==> src/rtl/rec_play_seq.sv <==
module rec_play_seq #(
  parameter int CNT_W = 16,
  parameter int DW    = 8
) (
  input  logic             clk,
  input  logic             rst_n,
  input  logic [DW-1:0]    rx_data,
  input  logic             rx_valid,
  output logic [DW-1:0]    tx_data,
  output logic             tx_valid,
  input  logic             tx_ready,
  output logic             mem_req,
  output logic             mem_we,
  output logic [CNT_W-1:0] mem_addr,
  output logic [DW-1:0]    mem_wdata,
  input  logic [DW-1:0]    mem_rdata,
  input  logic             mem_done,
  input  logic             mem_err,
  output logic [CNT_W-1:0] rec_len
);

  localparam logic [CNT_W-1:0] FULL = {CNT_W{1'b1}};
  localparam logic [DW-1:0] CH_W_UP = DW'(8'h57);
  localparam logic [DW-1:0] CH_W_LO = DW'(8'h77);
  localparam logic [DW-1:0] CH_R_UP = DW'(8'h52);
  localparam logic [DW-1:0] CH_R_LO = DW'(8'h72);
  localparam logic [DW-1:0] CH_CR   = DW'(8'h0D);

  typedef enum logic [2:0] {
    S_IDLE, S_ACK, S_RWAIT, S_RWR, S_ECHO, S_PRD, S_PTX
  } st_t;

  st_t               st;
  logic              to_rec;
  logic [CNT_W-1:0]  cnt, idx;
  logic [DW-1:0]     byte_q;
  logic              last;

  assign tx_valid  = (st == S_ACK) || (st == S_ECHO) || (st == S_PTX);
  assign tx_data   = byte_q;
  assign mem_req   = (st == S_RWR) || (st == S_PRD);
  assign mem_we    = (st == S_RWR);
  assign mem_addr  = (st == S_RWR) ? cnt : idx;
  assign mem_wdata = byte_q;
  assign rec_len   = cnt;
  assign last      = (idx == cnt - 1'b1);

  always_ff @(posedge clk) begin
    if (!rst_n) begin
      st     <= S_IDLE;
      to_rec <= 1'b0;
      cnt    <= '0;
      idx    <= '0;
      byte_q <= '0;
    end else begin
      case (st)
        S_IDLE: if (rx_valid) begin
          if (rx_data == CH_W_LO || rx_data == CH_W_UP) begin
            cnt    <= '0;
            byte_q <= CH_W_UP;
            to_rec <= 1'b1;
            st     <= S_ACK;
          end else if (rx_data == CH_R_LO || rx_data == CH_R_UP) begin
            idx    <= '0;
            byte_q <= CH_R_UP;
            to_rec <= 1'b0;
            st     <= S_ACK;
          end
        end
        S_ACK: if (tx_ready) begin
          if (to_rec)         st <= S_RWAIT;
          else if (cnt == '0) st <= S_IDLE;
          else                st <= S_PRD;
        end
        S_RWAIT: if (rx_valid) begin
          if (rx_data == CH_CR) st <= S_IDLE;
          else begin
            byte_q <= rx_data;
            st     <= (cnt == FULL) ? S_ECHO : S_RWR;
          end
        end
        S_RWR: if (mem_done) begin
          if (mem_err) st <= S_IDLE;
          else begin
            cnt <= cnt + 1'b1;
            st  <= S_ECHO;
          end
        end
        S_ECHO: if (tx_ready) st <= S_RWAIT;
        S_PRD: if (mem_done) begin
          if (mem_err) st <= S_IDLE;
          else if (mem_rdata != '0) begin
            byte_q <= mem_rdata;
            st     <= S_PTX;
          end else if (last) begin
            cnt <= '0;
            st  <= S_IDLE;
          end else begin
            idx <= idx + 1'b1;
          end
        end
        S_PTX: if (tx_ready) begin
          if (last) begin
            cnt <= '0;
            st  <= S_IDLE;
          end else begin
            idx <= idx + 1'b1;
            st  <= S_PRD;
          end
        end
        default: st <= S_IDLE;
      endcase
    end
  end

  AST_REQ_HOLD: assert property (@(posedge clk) disable iff (!rst_n)
    (mem_req && !mem_done) |=> (mem_req && $stable(mem_addr) && $stable(mem_we) && $stable(mem_wdata)));
  AST_TX_HOLD: assert property (@(posedge clk) disable iff (!rst_n)
    (tx_valid && !tx_ready) |=> (tx_valid && $stable(tx_data)));
  AST_ONE_PENDING: assert property (@(posedge clk) disable iff (!rst_n)
    !(tx_valid && mem_req));
  AST_NO_FULL_WRITE: assert property (@(posedge clk) disable iff (!rst_n)
    (mem_req && mem_we) |-> (mem_addr != FULL));
  AST_LEN_STEP: assert property (@(posedge clk) disable iff (!rst_n)
    1'b1 |=> (rec_len == $past(rec_len) || rec_len == $past(rec_len) + 1'b1 || rec_len == '0));
  AST_ERR_NO_ECHO: assert property (@(posedge clk) disable iff (!rst_n)
    (mem_req && mem_done && mem_err) |=> !tx_valid && !mem_req);

endmodule

==> config.mk <==
export PLATFORM = sky130hd
export DESIGN_NAME = rec_play_seq
export DESIGN_NICKNAME = d
export VERILOG_FILES = /design/src/rtl/rec_play_seq.sv
export SDC_FILE = /design/constraint.sdc
export NUM_CORES = 1
export LEC_CHECK = 0
export CORE_MARGIN = 2
export CORE_UTILIZATION = 45
export CTS_CLUSTER_DIAMETER = 40
export CTS_CLUSTER_SIZE = 40
export DETAILED_ROUTE_END_ITERATION = 12
export PLACE_DENSITY_LB_ADDON = 0.05
export SYNTH_ARGS = -nofsm -noshare
export SYNTH_HDL_FRONTEND = slang
export SYNTH_SLANG_ARGS = --single-unit
export TNS_END_PERCENT = 50
==> constraint.sdc <==
create_clock -name clk -period 3.1 [get_ports clk]
set_input_delay 0.62 -clock clk [delete_from_list [all_inputs] [get_ports clk]]
set_output_delay 0.62 -clock clk [all_outputs]
set_load 0.1 [all_outputs]
# == After elaboration in Yosys (flattened, before gate mapping) ==
# Cells that the tools add are included.
# Widths: inputs -> output; s select.
# classes
mux,50
shift,0
multipliers,0
n_reduce_logical,17
n_addsub,3
div,0
magnitude_cmp,0
eq_ne,30
bitwise_logic,0
# op_table
op,count
$mux 16,18
$mux 8,8
$pmux 16 s4,1
$mux 3,18
$pmux 16 s3,1
$add 16x1->16 const B,2
$eq 8x7->1 const B,4
$ne 2x2->1 const B,13
$pmux 8 s3,1
$pmux 3 s7,1
$reduce_and 9->1,2
$eq 16x16->1,1
$eq 16x16->1 const B,1
$logic_not 16->1,1
$reduce_and 8->1,2
$sub 16x1->16 const B,1
$eq 3x3->1 const B,3
$eq 8x4->1 const B,1
$reduce_bool 8->1,1
$eq 3x2->1 const B,2
$reduce_bool 3->1,2
$logic_or 1x1->1,5
$ne 2x1->1 const B,2
$ne 4x3->1 const B,1
7 further kinds,8
# word_totals
n_memories,0
latchBits,0
input_bits,22
ram_bits,0
romBits,0
elab_cells,105
output_inout_bits,51
register_bits,44

# == Longest topological paths before layout ==
# Gate-level depths: netlist of run 1.
# logic_depth
ltp_word,7
depth_mapped,13

# == Worst setup path before layout of run 1 ==
# Ideal clock, no wire load.
# synth_timing
path_kind,reg-to-output
startpoint,register cnt[10] (netlist: rec_len[10])
endpoint,output port mem_addr[10]
path_slack_ns,-1.010
path_stages_with_launch,4
t_arrival_ns,3.490
cell_sequence,dfxtp_1 > clkbuf_1 > inv_1 > o21ai_0
# synth_between
elab_chain_cells,1
# synth_lines
element,line_no,text
from (decl),35,"logic [CNT_W-1:0] cnt, idx;"
from (signal assigned),85,cnt <= cnt + 1'b1;
$mux 16,43,assign mem_addr = (st == S_RWR) ? cnt : idx;
to (decl),14,"output logic [CNT_W-1:0] mem_addr,"
# No other way between the ends.

# == Final worst setup path of run 1 ==
# layout_timing
startpoint,register cnt[1] (netlist: rec_len[1])
endpoint,register cnt[1] (netlist: rec_len[1])
# layout_between
elab_chain_cells,7
elab_cells_between_ends,11
# layout_lines
element,line_no,text
$sub 16x1->16,46,assign last = (idx == cnt - 1'b1);
$eq 16x16->1,46,
$mux 16 (4 in a row),-,
$pmux 16 s4 (*),56,case (st)
# Mark *: on every way between the ends. The rest lies on a longest branch, timed or not. The select of a mux whose other input is x is not followed.
# A chain may end at the register's enable or synchronous reset.

==> Flow_metrics.wiki, run 1 <==
{| class="wikitable"
! Metric !! Value
|-
| Result of the run || finished clean
|-
| Fin worst setup slack || 0.170 ns
|-
| Nature of the critical path startpoint || flip-flop
|-
| Required time at the endpoint of the critical path || 3.33 ns
|-
| GRT Util Overall || 25.9%
|-
| CTS tree || yes
|-
| Number of H-tree levels || 2
|-
| Library cell used as clock root buffer || sky130_fd_sc_hd__clkbuf_8
|-
| Worst-skew pair later-pin latency || 0.30 ns
|-
| Mapped Cells || 508
|-
| Setup violation total in the final timing report || 0
|-
| Met3 usage in global routing || 3.22%
|-
| Initial drt markers || 301
|-
| Register bit count reported by yosys || 44
|-
| Clock slew at reported path FFs || 0.08 ns
|-
| Ratio of routed vias to standard cells || 6.04
|-
| Sequential cell area || 897 µm²
|-
| Crit Reg-Reg Endpoint || rec_len[1]
|-
| Tightest hold margin || 0.494 ns
|-
| Source of the worst register-to-register timing path || rec_len[1]
|-
| RSZ-0062 raised after global routing || no
|-
| Die X-Extent || 93.6 µm
|-
| Worst endpoint data arrival time || 3.16 ns
|-
| Top Ports || 73
|-
| # nets final || 599
|-
| Slew of the pin with the lowest slew margin || 0.765 ns
|-
| Number of global-route vias before repair || 3,636
|-
| Launch point of the critical path || rec_len[1]
|-
| Total stage count of the critical path || 11
|-
| Hold Vio Cnt, Final || 0
|-
| CP Buf/Inv Count || 2
|-
| CP Class || reg2reg
|-
| Met2 usage || 42.1%
|-
| Commonest cells after routing, fill and taps aside || sky130_fd_sc_hd__nand2_1, sky130_fd_sc_hd__buf_4, sky130_fd_sc_hd__dfxtp_1
|-
| Pre-antenna DRT Iters || 4
|-
| Critical Path Sink Type || flip-flop
|-
| Area share of the largest cell type after synthesis || 24.4%
|-
| Largest stage delay, worst path || 0.57 ns
|-
| Initial core utilization || 46.5%
|-
| Crit path to || rec_len[1]
|-
| Longest Clk Path Bufs || 2
|-
| Most used flip-flop cell after synthesis || sky130_fd_sc_hd__dfxtp_1
|-
| Fmax || 0.341 GHz
|-
| Fillcell total || 725
|-
| Fraction of the yosys area taken by sequential cells || 24.4%
|-
| Number of enable-type register cells in the synthesized netlist || 0
|-
| Routed wirelength normalized by instance count || 16.7 µm
|-
| DP Area || 4520 µm²
|-
| Overflow after GRT || 0
|-
| CTS hold repair buffers || 0
|-
| Synthesized cell area || 3610 µm²
|-
| Routing layer with the top usage in global route || met2
|-
| Number of design rule violations left after detail routing || 0
|-
| Placement row count || 32
|-
| Final cell count without fillers || 677
|-
| Initial antenna violation count || 0
|-
| Area growth, synth to finish || 31.3%
|-
| Worst slew margin relative to its limit || 49.0%
|-
| Worst r2r path cells || 11
|-
| Area enclosed by the die boundary || 8760 µm²
|-
| HPWL after detailed placement || 8530 µm
|-
| Standard cell with the maximum stage delay on the critical path || sky130_fd_sc_hd__or4_4
|-
| Total wirelength of the detailed-routed design || 11,300 µm
|-
| Pins Over Slew Limit || 0
|-
| Maximum Capacitance Violations || 0
|-
| Max Clock Skew || 0.00735 ns
|-
| GR met1 Demand/Resource || 37.0%
|-
| Period Utilization, post-route || 94.5%
|-
| Crit Path Max Fanout || 16
|-
| Async set-reset flop share out of synthesis || 0%
|-
| Worst hold path type || reg2reg
|-
| Leakage power summed over all cells || 0.00183 µW
|-
| Library cells used by synthesis || 73
|-
| Post-synthesis cell type with the largest combined area || sky130_fd_sc_hd__dfxtp_1
|-
| Setup slack of the most critical reg-to-reg path || 0.17 ns
|-
| Pin count of the biggest net entering global routing || 30
|-
| Synthesized netlist net count || 533
|-
| Area occupied by multi-input gates || 2460 µm²
|-
| Power per cell area || 468 nW/µm²
|-
| Cell count after placement || 658
|-
| Share of post-route cells with drive strength above 1 || 22.4%
|-
| Yosys warning total || 0
|-
| Pre-CTS setup slack || 0.0126 ns
|-
| Total clock buffers created by CTS || 5
|-
| Total via count after detailed routing || 4,091
|-
| Sink count of the clock tree || 44
|-
| Die Y-Extent || 93.6 µm
|-
| Post-route cell area || 4740 µm²
|-
| Top post-synthesis cells by area || sky130_fd_sc_hd__dfxtp_1, sky130_fd_sc_hd__nand2_1, sky130_fd_sc_hd__o21ai_0
|-
| Post-Syn Area per Cell || 7.11 µm²
|-
| Last weighted congestion value of the routability-driven placer || 0.975
|-
| Antenna Violating Nets Remaining || 0
|-
| Most common cell after layout, fill and taps aside || sky130_fd_sc_hd__nand2_1
|-
| Final worst path period need || 2.93 ns
|-
| Sequence of cells on the critical path || inv_1 > ha_4 > xor2_1 > nand2_1 > or4_4 > a2111oi_4 > nand4b_4 > o21ai_4 > and2b_2 > buf_12 > mux2i_1
|-
| Number of antenna cells inserted || 0
|-
| Wire length of the first global-routing pass || 18,200 µm
|-
| Maximum VDD drop || 0.260 mV
|-
| Count of buffers inserted at the top-level ports || 72
|-
| Largest delay share family, worst path || simple AND/OR/NAND/NOR gates
|-
| Core region area || 7770 µm²
|}
area by class of cell:
| type | count | share of cell area [%] |
|---|---|---|
| clock buffers | 7 | 1.61 |
| repair buffers | 110 | 23.6 |
| flip-flops and latches | 44 | 18.9 |
| clock inverters | 1 | 0.106 |
| multi-input cells | 399 | 51.9 |
| well taps | 102 | 2.69 |
| inverters | 14 | 1.11 |
synthesized netlist by cell type, types with 3 or more instances:
cell type                  count
sky130_fd_sc_hd__nand2_1      90
sky130_fd_sc_hd__dfxtp_1      44
sky130_fd_sc_hd__o21ai_0      32
sky130_fd_sc_hd__clkbuf_1     29
sky130_fd_sc_hd__nor2_1       28
sky130_fd_sc_hd__a21oi_1      26
sky130_fd_sc_hd__a31oi_1      25
sky130_fd_sc_hd__nand3_1      18
sky130_fd_sc_hd__nor3_1       18
sky130_fd_sc_hd__inv_1        14
sky130_fd_sc_hd__buf_4        10
sky130_fd_sc_hd__or3_1         9
sky130_fd_sc_hd__or4_1         9
sky130_fd_sc_hd__and2_1        8
sky130_fd_sc_hd__o21ai_1       8
sky130_fd_sc_hd__xnor2_1       8
sky130_fd_sc_hd__and3_1        7
sky130_fd_sc_hd__o211ai_1      7
sky130_fd_sc_hd__o22ai_1       7
sky130_fd_sc_hd__xor2_1        7
sky130_fd_sc_hd__a221oi_1      6
sky130_fd_sc_hd__buf_2         6
sky130_fd_sc_hd__nand2b_1      6
sky130_fd_sc_hd__nand4_1       5
sky130_fd_sc_hd__nand4b_1      5
sky130_fd_sc_hd__buf_6         4
sky130_fd_sc_hd__nand3b_1      4
sky130_fd_sc_hd__nor2b_1       4
sky130_fd_sc_hd__ha_1          3
sky130_fd_sc_hd__nor4_1        3
sky130_fd_sc_hd__o31ai_1       3
sky130_fd_sc_hd__or2_2         3
power breakdown:
part / leakage [µW] / internal [µW] / switching [µW] / total (µW)
logic: 0.00142 / 322 / 870 / 1190
registers: 0.000361 / 608 / 55.3 / 663
clock network: 0.0000422 / 159 / 203 / 362
total: 0.00183 / 1090 / 1130 / 2220
how the worst min path moves through the flow:
stage	to	from	cells after the start	slack, ns
6_report	rec_len[1]	rec_len[1]	2	0.49
5_1_grt	rec_len[1]	rec_len[1]	2	0.54
4_1_cts	to_rec	to_rec	2	0.51
3_5_place_dp	to_rec	to_rec	2	0.49
3_3_place_gp	to_rec	to_rec	2	0.49
2_1_floorplan	to_rec	to_rec	2	0.46
timing repair:
item / in CTS / in global routing
gates cloned: 0 / 0
endpoints found under the setup margin: 2 / 25
pin swaps: 1 / 4
buffers inserted: 3 / 8
resized for setup: 0 / 10
endpoints found under the hold margin: 0 / 0
worst reg2reg max path: cells and delay by family (launching register included):
family	cells	cell delay, ns
simple gates	4	1.04
buf+inv	2	0.22
flops	1	0.36
xor+xnor	1	0.15
compound gates	2	0.62
fa+ha+maj	1	0.28
mux	1	0.17
metal layers:
layer  vias to the layer above  wire length [µm]
li1                       1977                 -
met3                        11               750
met4                         0               127
met5                         -                 0
met2                       151              5270
met1                      1952              5150
metrics by stage:
stage | power, µW | TNS [ns] | util [%]
after floorplan | 1620 | -1.72 | -
after global placement | 1840 | 0 | 58.2
after detailed placement | 1840 | 0 | 58.2
after CTS | 2220 | 0 | 59.6
after global routing | 2320 | 0 | 61.0
final | 2220 | 0 | 61.0
registers in the layout (all words and copies together) (netlist names):
register / count
idx: 16
st: 3
mem_wdata: 8
rec_len: 16
to_rec: 1
cells by family (layout without fill, tap and decap cells):
family	after synthesis	in the layout	share of synthesized area, %
buf+inv	65	132	8.87
mux	1	1	0.277
flops	44	44	24.4
compound gates	149	149	28.1
xor+xnor	15	15	3.64
fa+ha+maj	3	3	1.04
simple gates	231	231	33.7
Note: power is estimated with default switching activity, not from simulation.
==> run 2: changes to the inputs <==
CTS_BUF_LIST = sky130_fd_sc_hd__clkbuf_8   (was not set)
==> run 2 against run 1 <==
- cell count unchanged
- non-clock buffer count unchanged
- fmax about the same
- flip-flop and latch count unchanged
- clock power down 1%
- global-route usage unchanged
- sequential share of layout area unchanged
- die area unchanged
- hold slack about the same
- clock-buffer cell count down 2
- critical path type unchanged
- critical endpoint unchanged
- largest power group unchanged
==> Flow_metrics.wiki, run 2 (synthesis results as in run 1) <==
{| class="wikitable"
! Metric !! Value
|-
| Result of the run || finished clean
|-
| Hold path cells || 2
|-
| Fillcell total || 725
|-
| Setup slack of the most critical reg-to-reg path || 0.17 ns
|-
| Number of design rule violations left after detail routing || 0
|-
| DP Area || 4520 µm²
|-
| Commonest cells after routing, fill and taps aside || sky130_fd_sc_hd__nand2_1, sky130_fd_sc_hd__buf_4, sky130_fd_sc_hd__dfxtp_1
|-
| Crit path to || rec_len[1]
|-
| Setup violation total in the final timing report || 0
|-
| Initial antenna violation count || 0
|-
| Share of post-route cells with drive strength above 1 || 22.4%
|-
| Area growth, synth to finish || 31.3%
|-
| Power per cell area || 467 nW/µm²
|-
| Required time at the endpoint of the critical path || 3.33 ns
|-
| Wire length of the first global-routing pass || 18,200 µm
|-
| Nature of the critical path startpoint || flip-flop
|-
| Most common cell after layout, fill and taps aside || sky130_fd_sc_hd__nand2_1
|-
| Number of H-tree levels || 2
|-
| Final worst path period need || 2.93 ns
|-
| # nets final || 599
|-
| Final setup TNS || 0 ns
|-
| Worst slew margin relative to its limit || 48.8%
|-
| Die Y-Extent || 93.6 µm
|-
| CTS tree || yes
|-
| Maximum VDD drop || 0.260 mV
|-
| Area enclosed by the die boundary || 8760 µm²
|-
| Maximum Capacitance Violations || 0
|-
| Antenna Violating Nets Remaining || 0
|-
| Total clock buffers created by CTS || 5
|-
| Met2 Routed Length || 5270 µm
|-
| Period Utilization, post-route || 94.5%
|-
| Standard cell with the maximum stage delay on the critical path || sky130_fd_sc_hd__or4_4
|-
| Worst r2r path cells || 11
|-
| Longest Clk Path Bufs || 2
|-
| Total wirelength of the detailed-routed design || 11,300 µm
|-
| Overflow after GRT || 0
|-
| Fmax || 0.341 GHz
|-
| Source of the worst register-to-register timing path || rec_len[1]
|-
| Post-route total power || 2210 µW
|-
| Sink count of the clock tree || 44
|-
| Pre-CTS setup slack || 0.0126 ns
|-
| Pin count of the biggest net entering global routing || 30
|-
| Critical Path Sink Type || flip-flop
|-
| Count of buffers inserted at the top-level ports || 72
|-
| Max Clock Skew || 0.00784 ns
|-
| Last weighted congestion value of the routability-driven placer || 0.975
|-
| Worst hold path type || reg2reg
|-
| CP Class || reg2reg
|-
| Top Ports || 73
|-
| Ratio of routed vias to standard cells || 6.04
|-
| Leakage power summed over all cells || 0.00183 µW
|-
| Core region area || 7770 µm²
|-
| Total via count after detailed routing || 4,086
|-
| Number of antenna cells inserted || 0
|-
| Detailed-route wire length on metal 1 || 5160 µm
|-
| Initial drt markers || 311
|-
| Fin worst setup slack || 0.170 ns
|-
| Post-route core utilization || 61.0%
|-
| Launch point of the critical path || rec_len[1]
|-
| Crit Path Max Fanout || 16
|-
| Worst-skew pair later-pin latency || 0.30 ns
|-
| RSZ-0062 raised after global routing || no
|-
| Die X-Extent || 93.6 µm
|-
| Post-route cell area || 4740 µm²
|-
| Placement row count || 32
|-
| Worst endpoint data arrival time || 3.16 ns
|-
| Library cell used as clock root buffer || sky130_fd_sc_hd__clkbuf_8
|-
| Sequence of cells on the critical path || inv_1 > ha_4 > xor2_1 > nand2_1 > or4_4 > a2111oi_4 > nand4b_4 > o21ai_4 > and2b_2 > buf_12 > mux2i_1
|-
| Routed wirelength normalized by instance count || 16.7 µm
|-
| Hold Vio Cnt, Final || 0
|-
| Sequential cell area || 897 µm²
|-
| Pre-antenna DRT Iters || 5
|-
| Initial core utilization || 46.5%
|-
| GRT Util Overall || 25.9%
|-
| Crit Reg-Reg Endpoint || rec_len[1]
|-
| Clock slew at reported path FFs || 0.08 ns
|-
| Number of global-route vias before repair || 3,636
|-
| Area occupied by multi-input gates || 2460 µm²
|-
| Highest routed metal layer || met4
|-
| Pins Over Slew Limit || 0
|-
| Largest stage delay, worst path || 0.57 ns
|-
| WL met3 || 754 µm
|-
| Slew of the pin with the lowest slew margin || 0.768 ns
|-
| HPWL after detailed placement || 8530 µm
|}
## run 2: changes by cell type in the layout (fill, tap and decap cells not counted), sizes merged
cell / delta
inv: +2
clkbuf: -2
## run 2: layer usage
metal,vias to the layer above,track usage [%]
li1,1980,-
met1,1940,37.0
met2,155,42.1
met3,11,3.22
met4,0,4.95
met5,-,0
## run 2: power by group
part	switching (µW)	total, µW	internal [µW]
combinational	871	1190	322
sequential	54.8	663	608
clock	205	357	152
## run 2: worst min path at each step
stage | from | end | slack, ns
detailed placement | to_rec | to_rec | 0.49
CTS | to_rec | to_rec | 0.51
floorplan | to_rec | to_rec | 0.46
global placement | to_rec | to_rec | 0.49
global route | rec_len[1] | rec_len[1] | 0.54
finish | rec_len[1] | rec_len[1] | 0.49
## run 2: cell type report
cell class | count | area share, %
clock inverter | 3 | 0.264
clock buffer | 5 | 1.45
inverter | 14 | 1.11
timing repair buffer | 110 | 23.6
multi-input combinational | 399 | 51.9
tap | 102 | 2.69
sequential | 44 | 18.9
## run 2: critical path, delay by kind of cell, from the launching register on
| kind | cells | cell delay, ns |
|---|---|---|
| AO/OA/AOI/OAI | 2 | 0.62 |
| XOR/XNOR | 1 | 0.16 |
| flip-flops | 1 | 0.36 |
| multiplexers | 1 | 0.17 |
| buffers and inverters | 2 | 0.22 |
| AND/OR/NAND/NOR | 4 | 1.04 |
| adder cells (fa/ha/maj) | 1 | 0.28 |
## run 2: per-stage QoR
step	hold slack, ns	cells
2_1_floorplan	0.459	508
3_3_place_gp	0.491	658
3_5_place_dp	0.491	658
4_1_cts	0.514	669
5_1_grt	0.541	677
6_report	0.495	677
## run 2: what timing repair did
item | 4_1_cts | 5_1_grt
setup endpoints to repair | 2 | 25
pin swaps | 1 | 4
hold buffers | 0 | 0
gates resized for setup | 0 | 10
setup buffers | 3 | 8
